--- src/rtl/cfg_pkg.sv ---
package cfg_pkg;

    localparam int CFG_DWORDS  = 64;
    localparam int HDR_DWORDS  = 16;
    localparam int USER_DWORDS = CFG_DWORDS - HDR_DWORDS;

    // Header dword indices that host software decodes
    localparam logic [5:0] DW_IDENT = 6'd0;
    localparam logic [5:0] DW_CMD   = 6'd1;
    localparam logic [5:0] DW_CLASS = 6'd2;
    localparam logic [5:0] DW_MISC  = 6'd3;
    localparam logic [5:0] DW_BASE  = 6'd4;
    localparam logic [5:0] DW_INTR  = 6'd15;

    // Writable command bits: memory enable (1), interrupt disable (10)
    localparam logic [15:0] CMD_WR_MASK = 16'h0402;
    localparam int          CMD_MEM_EN  = 1;

    typedef struct packed {
        logic        we;
        logic [5:0]  dw;
        logic [3:0]  be_n;
        logic [31:0] wdata;
    } cfg_op_t;

    // Merge new data into old under active-low byte enables
    function automatic logic [31:0] merge_bytes(input logic [31:0] old_v,
                                                input logic [31:0] new_v,
                                                input logic [3:0]  be_n);
        logic [31:0] r;
        r = old_v;
        for (int b = 0; b < 4; b++) begin
            if (!be_n[b]) r[8*b +: 8] = new_v[8*b +: 8];
        end
        return r;
    endfunction

endpackage

--- src/rtl/cfg_header.sv ---
module cfg_header
    import cfg_pkg::*;
#(
    parameter logic [15:0] VENDOR_ID     = 16'hC0DE,
    parameter logic [15:0] DEVICE_ID     = 16'h5A17,
    parameter logic [23:0] CLASS_CODE    = 24'h118000,
    parameter logic [7:0]  REVISION      = 8'h03,
    parameter logic [7:0]  HDR_TYPE      = 8'h00,
    parameter logic [7:0]  INT_PIN       = 8'h01,
    parameter int          BAR_SIZE_LOG2 = 12,
    localparam int         BASE_W        = 32 - BAR_SIZE_LOG2
) (
    input  logic              clk,
    input  logic              rst,
    input  logic              wr_en,
    input  cfg_op_t           op,
    input  logic [5:0]        rd_dw,
    output logic [31:0]       rd_data,
    output logic              mem_en,
    output logic [BASE_W-1:0] bar_base,
    output logic [7:0]        int_line
);

    logic [15:0]       cmd_q;
    logic [BASE_W-1:0] bar_q;
    logic [7:0]        intl_q;

    logic [31:0] cmd_merged, bar_merged, intl_merged;

    always_comb begin
        cmd_merged  = merge_bytes({16'h0, cmd_q}, op.wdata, op.be_n);
        bar_merged  = merge_bytes({bar_q, {BAR_SIZE_LOG2{1'b0}}}, op.wdata, op.be_n);
        intl_merged = merge_bytes({24'h0, intl_q}, op.wdata, op.be_n);
    end

    always_ff @(posedge clk) begin
        if (rst) begin
            cmd_q  <= '0;
            bar_q  <= '0;
            intl_q <= '0;
        end else if (wr_en) begin
            case (op.dw)
                DW_CMD:  cmd_q  <= cmd_merged[15:0] & CMD_WR_MASK;
                DW_BASE: bar_q  <= bar_merged[31:BAR_SIZE_LOG2];
                DW_INTR: intl_q <= intl_merged[7:0];
                default: ;
            endcase
        end
    end

    always_comb begin
        case (rd_dw)
            DW_IDENT: rd_data = {DEVICE_ID, VENDOR_ID};
            DW_CMD:   rd_data = {16'h0, cmd_q};
            DW_CLASS: rd_data = {CLASS_CODE, REVISION};
            DW_MISC:  rd_data = {8'h00, HDR_TYPE, 16'h0000};
            DW_BASE:  rd_data = {bar_q, {BAR_SIZE_LOG2{1'b0}}};
            DW_INTR:  rd_data = {16'h0, INT_PIN, intl_q};
            default:  rd_data = '0;
        endcase
    end

    assign mem_en   = cmd_q[CMD_MEM_EN];
    assign bar_base = bar_q;
    assign int_line = intl_q;

endmodule

--- src/rtl/cfg_user_store.sv ---
module cfg_user_store
    import cfg_pkg::*;
#(
    parameter int  NUM_DW = USER_DWORDS,
    localparam int IDX_W  = $clog2(NUM_DW)
) (
    input  logic             clk,
    input  logic             rst,
    input  logic             wr_en,
    input  logic [IDX_W-1:0] wr_idx,
    input  logic [3:0]       be_n,
    input  logic [31:0]      wdata,
    input  logic [IDX_W-1:0] rd_idx,
    output logic [31:0]      rd_data
);

    logic [31:0] store [NUM_DW];

    for (genvar g = 0; g < NUM_DW; g++) begin : g_word
        always_ff @(posedge clk) begin
            if (rst) begin
                store[g] <= '0;
            end else if (wr_en && (wr_idx == IDX_W'(g))) begin
                store[g] <= merge_bytes(store[g], wdata, be_n);
            end
        end
    end

    always_comb begin
        if (int'(rd_idx) < NUM_DW) rd_data = store[rd_idx];
        else                       rd_data = '0;
    end

endmodule

--- src/rtl/bar_match.sv ---
module bar_match #(
    parameter int BASE_W = 20
) (
    input  logic              clk,
    input  logic              rst,
    input  logic              mem_en,
    input  logic [BASE_W-1:0] bar_base,
    input  logic              mem_req,
    input  logic [BASE_W-1:0] addr_hi,
    output logic              hit
);

    always_ff @(posedge clk) begin
        if (rst) hit <= 1'b0;
        else     hit <= mem_req && mem_en && (addr_hi == bar_base);
    end

endmodule

--- src/rtl/cfg_space_bar.sv ---
module cfg_space_bar
    import cfg_pkg::*;
#(
    parameter logic [15:0] VENDOR_ID     = 16'hC0DE,
    parameter logic [15:0] DEVICE_ID     = 16'h5A17,
    parameter logic [23:0] CLASS_CODE    = 24'h118000,
    parameter logic [7:0]  REVISION      = 8'h03,
    parameter logic [7:0]  HDR_TYPE      = 8'h00,
    parameter logic [7:0]  INT_PIN       = 8'h01,
    parameter int          BAR_SIZE_LOG2 = 12
) (
    input  logic        clk,
    input  logic        rst,
    input  logic        cfg_sel,
    input  logic        cfg_req,
    input  logic        cfg_we,
    input  logic [5:0]  cfg_dw,
    input  logic [3:0]  cfg_be_n,
    input  logic [31:0] cfg_wdata,
    output logic [31:0] cfg_rdata,
    output logic        cfg_rvalid,
    input  logic        mem_req,
    input  logic [31:0] mem_addr,
    output logic        mem_hit,
    output logic [7:0]  int_line
);

    localparam int BASE_W = 32 - BAR_SIZE_LOG2;
    localparam int UIDX_W = $clog2(USER_DWORDS);

    cfg_op_t           op;
    logic              accept, in_hdr, hdr_wr, usr_wr, rd_go;
    logic [31:0]       hdr_rd, usr_rd, rd_mux;
    logic [UIDX_W-1:0] usr_idx;
    logic              mem_en_w;
    logic [BASE_W-1:0] bar_base_w;
    logic              unused_low;

    assign op         = '{we: cfg_we, dw: cfg_dw, be_n: cfg_be_n, wdata: cfg_wdata};
    assign accept     = cfg_req && cfg_sel;
    assign in_hdr     = cfg_dw < 6'(HDR_DWORDS);
    assign hdr_wr     = accept && cfg_we && in_hdr;
    assign usr_wr     = accept && cfg_we && !in_hdr;
    assign rd_go      = accept && !cfg_we;
    assign usr_idx    = UIDX_W'(cfg_dw - 6'(HDR_DWORDS));
    assign unused_low = ^mem_addr[BAR_SIZE_LOG2-1:0];

    cfg_header #(
        .VENDOR_ID(VENDOR_ID), .DEVICE_ID(DEVICE_ID), .CLASS_CODE(CLASS_CODE),
        .REVISION(REVISION), .HDR_TYPE(HDR_TYPE), .INT_PIN(INT_PIN),
        .BAR_SIZE_LOG2(BAR_SIZE_LOG2)
    ) u_header (
        .clk(clk), .rst(rst), .wr_en(hdr_wr), .op(op), .rd_dw(cfg_dw),
        .rd_data(hdr_rd), .mem_en(mem_en_w), .bar_base(bar_base_w),
        .int_line(int_line)
    );

    cfg_user_store #(.NUM_DW(USER_DWORDS)) u_user (
        .clk(clk), .rst(rst), .wr_en(usr_wr), .wr_idx(usr_idx),
        .be_n(cfg_be_n), .wdata(cfg_wdata), .rd_idx(usr_idx), .rd_data(usr_rd)
    );

    bar_match #(.BASE_W(BASE_W)) u_match (
        .clk(clk), .rst(rst), .mem_en(mem_en_w), .bar_base(bar_base_w),
        .mem_req(mem_req), .addr_hi(mem_addr[31:BAR_SIZE_LOG2]), .hit(mem_hit)
    );

    assign rd_mux = in_hdr ? hdr_rd : usr_rd;

    always_ff @(posedge clk) begin
        if (rst) begin
            cfg_rvalid <= 1'b0;
            cfg_rdata  <= '0;
        end else begin
            cfg_rvalid <= rd_go;
            cfg_rdata  <= rd_go ? rd_mux : 32'h0;
        end
    end

endmodule

--- config.mk ---
export PLATFORM = sky130hd
export DESIGN_NAME = cfg_space_bar
export DESIGN_NICKNAME = d
export VERILOG_FILES = /design/src/rtl/cfg_pkg.sv /design/src/rtl/cfg_header.sv /design/src/rtl/cfg_user_store.sv /design/src/rtl/bar_match.sv /design/src/rtl/cfg_space_bar.sv
export SDC_FILE = /design/constraint.sdc
export NUM_CORES = 2
export LEC_CHECK = 0
export BUFFER_PORTS_ARGS = -buffer_cell sky130_fd_sc_hd__buf_2
export CAP_MARGIN = 10
export CORE_MARGIN = 8
export CORE_UTILIZATION = 30
export CTS_CLUSTER_DIAMETER = 80
export CTS_CLUSTER_SIZE = 14
export DETAILED_ROUTE_END_ITERATION = 7
export MAX_ROUTING_LAYER = met4
export PLACE_DENSITY = 0.54
export SLEW_MARGIN = 20
export SYNTH_ARGS = -nofsm -noshare
export SYNTH_HDL_FRONTEND = slang
export SYNTH_HIERARCHICAL = 1
export SYNTH_SLANG_ARGS = --single-unit
export TNS_END_PERCENT = 100
--- constraint.sdc ---
create_clock -name clk -period 2.9 [get_ports clk]
set_clock_uncertainty 0.2 [all_clocks]
set_input_delay 0 -clock clk [delete_from_list [all_inputs] [get_ports clk]]
set_output_delay 0 -clock clk [all_outputs]
set_load 0.02 [all_outputs]
==> run_results.csv <==
group,metric,value,unit
timing,fmax,348,MHz
detailed_routing,vias,43500,
yosys,synth_top_area_cell,"edfxtp_1",
floorplanning,die_w,514,um
min_path,hp-class,"input pin to flip-flop",
status,status,"completed",
setup_path,path_cells,"dlygate4sd3_1 > buf_2 > inv_2 > ha_2 > nor2_1 > buf_4 > or3b_1 > buf_12 > or3_1 > buf_12 > nor2_4 > or2_2",
placement,place_ws,-0.227,ns
floorplanning,core,0.248,mm^2
final_layout,nets,5479,
yosys,syn_area,0.0744,mm^2
yosys,yosysSeqAreaShare,63.7,%
final_layout,syn_to_final_growth,16.3,%
floorplanning,die_y,514,um
clock_network,cts_root_buf,"clkbuf_16",
clock_network,cts_setup_buffers,0,
setup_path,r2r_slack,0.07,ns
grt,grt_remaining_overflow,0,
clock_network,cts-buffers-inserted,133,
setup_path,critical_path.max_stage_delay,0.59,ns
yosys,synthArstFlopShare,0,%
placement,place_congestion,0.869,
final_layout,fillers,23800,
pwr,powerDensity,556,mW/mm^2
timing,slew_headroom,26.1,%
detailed_routing,via_per_inst,4.94,
yosys,syn_avg_cell_area,14.9,um^2
yosys,synth_flop_cell,"edfxtp_1",
clock_network,clk_pin_slew,0.07,ns
timing,min_period_over_period,99.1,%
placement,io_buffers,109,
detailed_routing,wl,229000,um
floorplanning,rows,183,
placement,hpwl,158000,um
min_path,hp-start,"cfg_wdata[17]",
clock_network,cts_sinks,1600,
timing,tns,0,ns
setup_path,cpMostUsedCell,"buf_12",
timing,fin_ws,0.0273,ns
clock_network,cts_buffer_depth,3,
setup_path,critPathRequiredTime,3.18,ns
timing,worst_pin_slew,1.11,ns
timing,maxSlewViolCount,0,
detailed_routing,drt_iter0_drc,3888,
detailed_routing,drcViolationCount,0,
final_layout,postLayoutCoreUtil,34.9,%
setup_path,crit_type,"input pin to flip-flop",
detailed_routing,wl_per_cell,26.0,um
floorplanning,start_util,30.0,%
clock_network,cts_tree,"built",
grt,antenna_found_initial,10,
grt,grt_pass1_vias,44200,
yosys,synth.distinct_cells,62,
floorplanning,io_pins,122,
pwr,irDropWorstVdd,0.000442,V
yosys,synth_top_area_share,62.0,%
pwr,leakagePower,30.2,nW
timing,hold_slack,0.0634,ns
timing,final_hold_viol_count,0,
setup_path,critPathCaptureType,"flip-flop",
pwr,finalPower,48.2,mW
timing,setup_viol,0,
setup_path,rr_startpoint,"u_user/store[46][28]$_SDFFCE_PN0P_",
setup_path,cp_max_fo,9,
clock_network,clock_latency,0.80,ns
job,cap_violations,0,
timing,rsz0062_at_grt,"false",
min_path,hold_depth,3,
setup_path,worstPathArrival,3.15,ns
setup_path,slowest_stage,"or3_1",
detailed_routing,ant_nets,0,
yosys,synth.yosys.warnings,6,
setup_path,r2r_cells,10,
setup_path,start_kind,"input pin",
yosys,synth_edf_count,1536,
yosys,ys_ff_latch,1600,
floorplanning,die_area,0.264,mm^2
yosys,ys_top_cells_by_area,"edfxtp_1 (62%), and2_1 (13%), mux4_2 (11%)",
detailed_routing,firstDrtPassIters,5,
timing,period_needed,2.87,ns
grt,grt_usage,17.4,%
final_layout,drive_gt1_share,25.7,%
grt,grt_max_degree,108,
yosys,synthesis.instances,4987,
grt,grt_pass1_wl,326000,um
setup_path,crit_path_start,"cfg_dw[4]",
clock_network,htreeDepth,4,
## cells in the mapped netlist (12+ instances only)
cell	number
a21o_1	13
a21oi_1	54
a221oi_1	16
a22o_1	29
a22oi_1	96
and2_1	1494
and3_1	57
buf_2	54
buf_4	25
buf_6	17
clkbuf_1	284
dfxtp_1	64
edfxtp_1	1536
inv_1	16
mux2i_1	127
mux4_2	365
nand2_1	41
nand2b_1	58
nand4_1	12
nor2_1	184
nor2_4	58
nor2b_1	19
nor3_1	15
o22ai_1	39
o31ai_1	16
or2_2	186
xnor2_1	15
## power by group
| part | switching, mW | leakage [nW] | internal [mW] | total [mW] |
|---|---|---|---|---|
| clock | 8.25 | 1.85 | 8.86 | 17.1 |
| combinational | 2.62 | 13.3 | 1.68 | 4.31 |
| sequential | 0.396 | 15.1 | 26.3 | 26.7 |
## critical path, delay by kind of cell
family | cells | cell delay (ns)
simple gates | 5 | 1.58
buf+inv | 6 | 1.34
fa+ha+maj | 1 | 0.20
## cell usage in the layout, fill, tap and decap left out, types with 6 or more instances in the layout
cell type,instances
edfxtp_1,1536
and2_1,1493
buf_4,413
mux4_2,365
or2_2,186
nor2_1,181
clkbuf_16,139
mux2i_1,126
buf_2,104
a22oi_1,95
dlygate4sd3_1,79
buf_12,66
dfxtp_1,64
nor2_4,59
nand2b_1,58
and3_1,57
a21oi_1,54
clkbuf_1,52
o22ai_1,38
nand2_1,37
a22o_1,29
a221oi_1,16
o31ai_1,16
xnor2_1,15
inv_1,14
nor3_1,14
a21o_1,13
nand4_1,12
nor2b_1,11
or3_1,9
a21oi_2,9
inv_6,6
nor2b_2,6
o211ai_1,6
## timing repair
item	CTS	global route
resized for setup	1	9
endpoints found under the hold margin	1637	0
endpoints found under the setup margin	1	10
hold buffers	82	0
pin swaps	0	0
## state kept, by name, summed over array words and instances, names as in the netlist
register,count
u_header/cmd_q,2
u_header/bar_base,20
u_header/int_line,8
u_user/store,1536
u_match/hit,1
cfg_rvalid,1
cfg_rdata,32
## cell type report
cell class	instances	area, um^2	share of cell area, %
tap	3330	4170	4.81
timing repair buffer	666	5800	6.70
multi-input combinational	2980	25300	29.2
antenna	3	7.51	0.00867
inverter	17	63.8	0.0737
sequential	1600	47400	54.8
clock inverter	11	129	0.149
clock buffer	193	3700	4.28
## layer usage
metal | wire length [um] | share of wire, % | vias to the layer above | track usage (%)
met1 | 93700 | 41 | 22600 | 21.7
li1 | - | - | 19100 | -
met5 | 0 | 0 | - | -
met2 | 112000 | 49 | 1485 | 28.5
met3 | 12400 | 5.4 | 382 | 2.48
met4 | 11200 | 4.9 | 0 | 7.35
## final timing paths
path | endpoint
worst max register to register | cfg_rdata[28]$_SDFF_PP0_
worst max-delay path | u_user/store[44][10]$_SDFFCE_PN0P_
worst min register to register | u_header/bar_base[11]$_SDFFE_PP0P_
worst min-delay path | u_user/store[6][17]$_SDFFCE_PN0P_
## per-stage QoR
step / cells / cell area [um^2]
finish: 8800 / 86600
global route: 8800 / 86600
CTS: 8797 / 86500
detailed placement: 8511 / 81800
global placement: 8511 / 81800
floorplan: 4988 / 74400
## logic make-up (layout without fill, tap and decap cells)
kind of cell,after synthesis,count (layout),synth area share [%]
and+or+nand+nor,2170,2170,18.0
DFF,1600,1600,63.7
muxes,492,492,12.8
buffers and inverters,408,887,2.49
AOI/OAI and AO/OA,295,295,2.83
xor gates and xnor gates,20,20,0.235
adders and majority gates,1,1,0.0168
other,1,5,0.00504
No activity file was read; power rests on OpenSTA's default activity.
